===== config.mk =====
export PLATFORM = sky130hd
export DESIGN_NAME = wiper_reg_ctrl
export DESIGN_NICKNAME = d
export VERILOG_FILES = /design/src/rtl/wrc_pkg.sv /design/src/rtl/wrc_nv_timer.sv /design/src/rtl/wrc_recall.sv /design/src/rtl/wiper_reg_ctrl.sv
export SDC_FILE = /design/constraint.sdc
export NUM_CORES = 1
export LEC_CHECK = 0
export BUFFER_PORTS_ARGS = -buffer_cell sky130_fd_sc_hd__buf_4
export CORE_MARGIN = 2
export CORE_UTILIZATION = 57
export CTS_BUF_LIST = sky130_fd_sc_hd__clkbuf_4 sky130_fd_sc_hd__clkbuf_8 sky130_fd_sc_hd__clkbuf_16
export DETAILED_ROUTE_END_ITERATION = 16
export PLACE_DENSITY = 0.73
export SLEW_MARGIN = 20
export SYNTH_ARGS = -nofsm -noshare
export SYNTH_HDL_FRONTEND = slang
export SYNTH_HIERARCHICAL = 1
export SYNTH_SLANG_ARGS = --single-unit

===== constraint.sdc =====
create_clock -name clk_i -period 3.4 [get_ports clk_i]
set_input_delay 0.51 -clock clk_i [delete_from_list [all_inputs] [get_ports clk_i]]
set_output_delay 0.51 -clock clk_i [all_outputs]
set_load 0.02 [all_outputs]

===== src/rtl/wrc_pkg.sv =====
package wrc_pkg;
  localparam int ADDR_W = 4;
  localparam int DATA_W = 8;
  localparam int CODE_W = 7;
  localparam logic [ADDR_W-1:0] ACR_ADDR = 4'd8;
  localparam logic [CODE_W-1:0] MID_CODE = 7'h40;

  typedef struct packed {
    logic vol;
    logic shdn;
  } acr_t;

  typedef enum logic [1:0] {RC_WAIT, RC_LOAD, RC_DONE} rc_state_e;
endpackage


===== src/rtl/wrc_nv_timer.sv =====
module wrc_nv_timer #(
  parameter int CYC = 5_000_000
) (
  input  logic clk_i,
  input  logic rst_ni,
  input  logic start_i,
  output logic busy_o,
  output logic done_o
);
  localparam int CNT_W = $clog2(CYC + 1);

  logic [CNT_W-1:0] cnt_q;

  assign done_o = busy_o && (cnt_q == '0);

  always_ff @(posedge clk_i or negedge rst_ni) begin
    if (!rst_ni) begin
      busy_o <= 1'b0;
      cnt_q  <= '0;
    end else if (done_o) begin
      busy_o <= 1'b0;
    end else if (busy_o) begin
      cnt_q <= cnt_q - 1'b1;
    end else if (start_i) begin
      busy_o <= 1'b1;
      cnt_q  <= CNT_W'(CYC - 1);
    end
  end

  AST_WIP_NEEDS_START: assert property (@(posedge clk_i) disable iff (!rst_ni)
    $rose(busy_o) |-> $past(start_i));
  AST_WIP_HOLDS: assert property (@(posedge clk_i) disable iff (!rst_ni)
    (busy_o && !done_o) |=> busy_o);
endmodule


===== src/rtl/wrc_recall.sv =====
module wrc_recall
  import wrc_pkg::*;
#(
  parameter int CYC = 16
) (
  input  logic clk_i,
  input  logic rst_ni,
  input  logic recall_en_i,
  output logic load_o,
  output logic ready_o
);
  localparam int CNT_W = $clog2(CYC + 1);

  rc_state_e        state_q;
  logic [CNT_W-1:0] cnt_q;

  assign load_o  = (state_q == RC_LOAD) && (cnt_q == '0);
  assign ready_o = (state_q == RC_DONE);

  always_ff @(posedge clk_i or negedge rst_ni) begin
    if (!rst_ni) begin
      state_q <= RC_WAIT;
      cnt_q   <= '0;
    end else begin
      unique case (state_q)
        RC_WAIT: if (recall_en_i) begin
          state_q <= RC_LOAD;
          cnt_q   <= CNT_W'(CYC - 1);
        end
        RC_LOAD: if (cnt_q == '0) state_q <= RC_DONE;
                 else cnt_q <= cnt_q - 1'b1;
        default: state_q <= RC_DONE;
      endcase
    end
  end

  AST_READY_AFTER_LOAD: assert property (@(posedge clk_i) disable iff (!rst_ni)
    $rose(ready_o) |-> $past(load_o));
  AST_READY_STICKS: assert property (@(posedge clk_i) disable iff (!rst_ni)
    ready_o |=> ready_o);
endmodule


===== src/rtl/wiper_reg_ctrl.sv =====
module wiper_reg_ctrl
  import wrc_pkg::*;
#(
  parameter int CH_N       = 2,
  parameter int GP_N       = 5,
  parameter int NV_CYC     = 5_000_000,
  parameter int RECALL_CYC = 16
) (
  input  logic                         clk_i,
  input  logic                         rst_ni,
  input  logic                         por_ni,
  input  logic                         recall_en_i,
  input  logic                         req_valid_i,
  input  logic                         req_write_i,
  input  logic [ADDR_W-1:0]            req_addr_i,
  input  logic [DATA_W-1:0]            req_wdata_i,
  input  logic                         cs_rise_i,
  input  logic                         shdn_pin_ni,
  output logic                         rd_valid_o,
  output logic [DATA_W-1:0]            rd_data_o,
  output logic                         ready_o,
  output logic [CH_N-1:0][CODE_W-1:0]  wiper_o,
  output logic                         shutdown_o
);
  localparam int CH_W = (CH_N > 1) ? $clog2(CH_N) : 1;
  localparam int GP_W = (GP_N > 1) ? $clog2(GP_N) : 1;

  logic [CH_N-1:0][CODE_W-1:0] wiper_q, ivr_q;
  logic [GP_N-1:0][DATA_W-1:0] gp_q;
  acr_t                        acr_q;
  logic                        pend_q;
  logic [ADDR_W-1:0]           pend_addr_q;
  logic [DATA_W-1:0]           pend_data_q;
  logic                        wip, nv_done, load, ready;

  // address decode
  logic              is_ch, is_gp, is_acr;
  logic [CH_W-1:0]   ch_idx;
  logic [ADDR_W-1:0] gp_off, pend_gp_off;
  logic [GP_W-1:0]   gp_idx;
  logic              req_ok, wr_ok, nv_req, nv_take, vol_wr, acr_wr, start;

  assign is_ch   = req_addr_i < ADDR_W'(CH_N);
  assign is_gp   = !is_ch && (req_addr_i < ADDR_W'(CH_N + GP_N));
  assign is_acr  = req_addr_i == ACR_ADDR;
  assign ch_idx  = req_addr_i[CH_W-1:0];
  assign gp_off  = req_addr_i - ADDR_W'(CH_N);
  assign gp_idx  = gp_off[GP_W-1:0];

  assign req_ok  = req_valid_i && ready;
  assign wr_ok   = req_ok && req_write_i && !wip;
  assign nv_req  = wr_ok && ((is_ch && !acr_q.vol) || is_gp);
  assign nv_take = nv_req && !pend_q;
  assign vol_wr  = wr_ok && is_ch && (acr_q.vol || nv_take);
  assign acr_wr  = wr_ok && is_acr;
  assign start   = cs_rise_i && pend_q;

  wrc_recall #(.CYC(RECALL_CYC)) u_recall (
    .clk_i, .rst_ni, .recall_en_i,
    .load_o  (load),
    .ready_o (ready)
  );

  wrc_nv_timer #(.CYC(NV_CYC)) u_nv_timer (
    .clk_i, .rst_ni,
    .start_i (start),
    .busy_o  (wip),
    .done_o  (nv_done)
  );

  // staged nonvolatile byte, one per cycle
  always_ff @(posedge clk_i or negedge rst_ni) begin
    if (!rst_ni) begin
      pend_q      <= 1'b0;
      pend_addr_q <= '0;
      pend_data_q <= '0;
    end else if (start) begin
      pend_q <= 1'b0;
    end else if (nv_take) begin
      pend_q      <= 1'b1;
      pend_addr_q <= req_addr_i;
      pend_data_q <= req_wdata_i;
    end
  end

  assign pend_gp_off = pend_addr_q - ADDR_W'(CH_N);

  // nonvolatile array: cleared only by power-on reset
  always_ff @(posedge clk_i or negedge por_ni) begin
    if (!por_ni) begin
      ivr_q <= '0;
      gp_q  <= '0;
    end else if (nv_done) begin
      if (pend_addr_q < ADDR_W'(CH_N))
        ivr_q[pend_addr_q[CH_W-1:0]] <= pend_data_q[CODE_W-1:0];
      else
        gp_q[pend_gp_off[GP_W-1:0]] <= pend_data_q;
    end
  end

  for (genvar c = 0; c < CH_N; c++) begin : g_ch
    always_ff @(posedge clk_i or negedge rst_ni) begin
      if (!rst_ni)                                 wiper_q[c] <= MID_CODE;
      else if (load)                               wiper_q[c] <= ivr_q[c];
      else if (vol_wr && ch_idx == CH_W'(c))       wiper_q[c] <= req_wdata_i[CODE_W-1:0];
    end
  end

  always_ff @(posedge clk_i or negedge rst_ni) begin
    if (!rst_ni) begin
      acr_q.vol  <= 1'b0;
      acr_q.shdn <= 1'b1;
    end else if (acr_wr) begin
      acr_q.vol  <= req_wdata_i[7];
      acr_q.shdn <= req_wdata_i[6];
    end
  end

  logic [DATA_W-1:0] rd_mux;
  always_comb begin
    rd_mux = '0;
    if (is_ch)       rd_mux = {1'b0, acr_q.vol ? wiper_q[ch_idx] : ivr_q[ch_idx]};
    else if (is_gp)  rd_mux = gp_q[gp_idx];
    else if (is_acr) rd_mux = {acr_q.vol, acr_q.shdn, wip, 5'b0};
  end

  always_ff @(posedge clk_i or negedge rst_ni) begin
    if (!rst_ni) begin
      rd_valid_o <= 1'b0;
      rd_data_o  <= '0;
    end else begin
      rd_valid_o <= req_ok && !req_write_i;
      if (req_ok && !req_write_i) rd_data_o <= rd_mux;
    end
  end

  assign ready_o    = ready;
  assign wiper_o    = wiper_q;
  assign shutdown_o = !shdn_pin_ni || !acr_q.shdn;

  AST_MID_UNTIL_RECALL: assert property (@(posedge clk_i) disable iff (!rst_ni)
    !ready |-> (wiper_q == {CH_N{MID_CODE}}));
  AST_RECALL_LOADS_IVR: assert property (@(posedge clk_i) disable iff (!rst_ni)
    $rose(ready) |-> (wiper_q == ivr_q));
  AST_NO_READ_BEFORE_READY: assert property (@(posedge clk_i) disable iff (!rst_ni)
    $rose(rd_valid_o) |-> $past(ready));
  AST_WIPER_FROZEN_IN_WIP: assert property (@(posedge clk_i) disable iff (!rst_ni)
    (ready && $past(ready) && !$stable(wiper_q)) |-> !$past(wip));
  AST_ONE_NV_BYTE: assert property (@(posedge clk_i) disable iff (!rst_ni)
    pend_q |-> !wip);
endmodule


==> metrics <==
fin crit share 0.871; outcome complete, no violations; number of global-route vias before repair 4568; Die Y-Extent 108 µm; most frequent cells in the layout 120 x dfrtp_1, 51 x buf_4, 47 x mux2_2, 30 x nand2_1, 24 x nor2_1; Hold Vio Cnt, Final 0; EDFF count, synth 0; critical-path cell list or4_1 > or3_4 > nor4_4 > nor2b_1 > nand2_1 > nor2_2 > mux2_2; hpwl dp 9570 µm; P per Cell Area 708 nW/µm²; # Max-Cap Violations 0; TritonCTS Buffers 17; Synth Warn # 6; P_sw 1.61 mW; drc violations 0; final worst slack 0.439 ns; register bit total from synthesis 123; WP data required 3.82 ns; cell area after synthesis 6150 µm²; Async SR Flop Fraction 1.00; Die ar. 11600 µm²; Clock Skews 0.00843 ns; CTS Buffer Depth 2; first-pass GRT wire length 24200 µm; Post-Route Setup TNS 0 ns; share of cells above drive strength 1 0.289; VDD IR max 0.475 mV; ys flop type dfrtp_1; Placer Congestion 0.844; sw frac 0.319; io pins 45; Logic pwr share 0.224; Clk pwr share 0.364; DR WL/cell 20.7 µm; CTS root buffer clkbuf_8; Inserted Diodes 0; CTS clk-pin slew, worst paths 0.06 ns; largest net degree at the start of global routing 70; commonest non-fill, non-tap cell in the layout dfrtp_1; DRT iter0 DRCs 415; Row Count 37; CTS Hold Bufs 0; nets@finish 584; Max Slew Vio Count 0; register share of total power 0.412; Slew @ Worst Pin 0.892 ns; Starting Density 0.591; syn_nets 543; WP data arrival 3.38 ns; core area 10400 µm²; CTS resizes 0; I/O Buffers 44; Worst-Skew Late Latency 0.53 ns; Worst setup EP type flip-flop; CP Launch Type flip-flop; drt first pass iters 5; clock sink count 123; Leakage 3.27 nW; hold crit path type primary input to async pin; Worst path slowest cell or4_1; Critical Path Fanout Max 8; Syn Inst Count 521; Total GRT Usage 0.276; final wirelength 14700 µm; Via Count 4458; RSZ-0062 raised after global routing no; post-DR vias/cell 6.27; Placement Setup Slack 0.436 ns; Seq/Total Area, Yosys 0.501; average size of a mapped cell 11.8 µm²; Crit Path Category flip-flop to flip-flop; Post-CTS Setup Bufs 0; grt ovf 0; f_max 338 MHz; Antenna Nets Post-Route 0; initial antenna violation count 0; Area Overhead vs Synth 16.1%; Period minus WS final 2.96 ns; placed inst area 6540 µm²; Int Power 3.44 mW; die width 108 µm; Yosys cell types 78; CP max stage delay 0.61 ns; Worst slew margin 0.405; CTS tree built; Final setup viols 0; post-route cell area 7140 µm²; H-Tree Depth 4
==> kinds of logic after synthesis <==
logic type,Yosys count,share of synthesized area
and+or+nand+nor,134,0.126
DFF,123,0.501
AOI/OAI and AO/OA,113,0.127
muxes,102,0.200
buffers and inverters,44,0.0374
xor gates and xnor gates,3,0.00427
adders and majority gates,2,0.00407
==> per-stage QoR <==
stage | utilization | hold slack, ns | instances | power (mW)
after floorplan | - | 0.214 | 521 | 2.76
after global placement | 0.628 | 0.467 | 679 | 3.16
after detailed placement | 0.628 | 0.467 | 679 | 3.22
after CTS | 0.686 | 0.0309 | 711 | 5.07
after global routing | 0.686 | 0.0723 | 711 | 5.30
final | 0.686 | 0.0288 | 711 | 5.06
==> flip-flops by register name, indices dropped and copies added, names as in the netlist <==
signal	count
ivr_q	14
u_nv_timer/busy_o	1
acr_q	2
pend_addr_q	4
pend_q	1
u_recall/state_q	2
rd_valid_o	1
wiper_o	14
gp_q	40
u_nv_timer/cnt_q	23
pend_data_q	8
u_recall/cnt_q	5
rd_data_o	8
==> final cells by class <==
class | count | area [µm²]
Inverter | 15 | 56.3
Fill cell | 748 | 3270
Tap cell | 136 | 170
Sequential cell | 123 | 3080
Timing Repair Buffer | 51 | 383
Clock buffer | 21 | 463
Clock inverter | 11 | 143
Multi-Input combinational cell | 354 | 2850
==> power groups by stage <==
stage          sequential [mW]  combinational (mW)  clock, mW
3_5_place_dp              2.09                1.13          0
3_3_place_gp              2.07                1.09          0
6_report                  2.08                1.13       1.84
5_1_grt                   2.13                1.25       1.93
4_1_cts                   2.08                1.13       1.86
2_1_floorplan             2.11               0.653          0
==> synth_stat cells (all sizes together) (3+ instances only) <==
cell / n / area share
nand3b: 3 / 0.0037
or2: 3 / 0.0035
o21a: 4 / 0.0049
dfstp: 3 / 0.013
a311oi: 3 / 0.0043
nor2: 26 / 0.017
dfrtp: 120 / 0.49
or3: 8 / 0.0092
nor2b: 8 / 0.0081
nor3: 10 / 0.0089
o22ai: 3 / 0.0031
buf: 19 / 0.022
nand2b: 6 / 0.0061
or4: 3 / 0.0043
a221oi: 3 / 0.0053
mux2i: 20 / 0.033
mux4: 7 / 0.026
a31oi: 4 / 0.0041
xnor2: 3 / 0.0043
o21ai: 28 / 0.023
and3b: 3 / 0.0043
clkbuf: 10 / 0.0061
nand2: 30 / 0.018
a21o: 5 / 0.0063
nand3: 8 / 0.0065
a22oi: 11 / 0.014
mux2: 75 / 0.14
nor4: 7 / 0.0096
a21oi: 19 / 0.015
o211ai: 3 / 0.0037
nand4b: 4 / 0.0057
and3: 3 / 0.0031
inv: 15 / 0.0092
o31ai: 8 / 0.0098
==> path summary, 6_finish.rpt <==
path	slack (ns)	cells past startpoint	endpoint	startpoint
max	0.44	7	gp_q[7]$_DFFE_PN0P_	u_nv_timer/cnt_q[12]$_DFFE_PN0P_
min	0.03	1	ivr_q[13]$_DFFE_PN0P_	por_ni
max reg2reg	0.44	7	gp_q[7]$_DFFE_PN0P_	u_nv_timer/cnt_q[12]$_DFFE_PN0P_
min reg2reg	0.48	1	gp_q[19]$_DFFE_PN0P_	gp_q[19]$_DFFE_PN0P_
max in group asynchronous	2.72	1	pend_data_q[2]$_DFFE_PN0P_	rst_ni
min in group clk_i	0.24	2	pend_data_q[5]$_DFFE_PN0P_	req_wdata_i[5]
==> per-layer routing <==
metal / part of all wire / vias to the layer above / global-route usage
met5: 0 / - / 0
met4: 0.017 / 0 / 0.0934
met3: 0.059 / 22 / 0.0702
met2: 0.48 / 153 / 0.434
met1: 0.44 / 2256 / 0.373
li1: - / 2027 / -
==> worst max-delay path: cells and delay by family (launching register included) <==
family           cells  cell delay, ns
DFF                  1            0.38
muxes                1            0.40
and+or+nand+nor      6            2.07
Power figures use the tool's default switching activity.
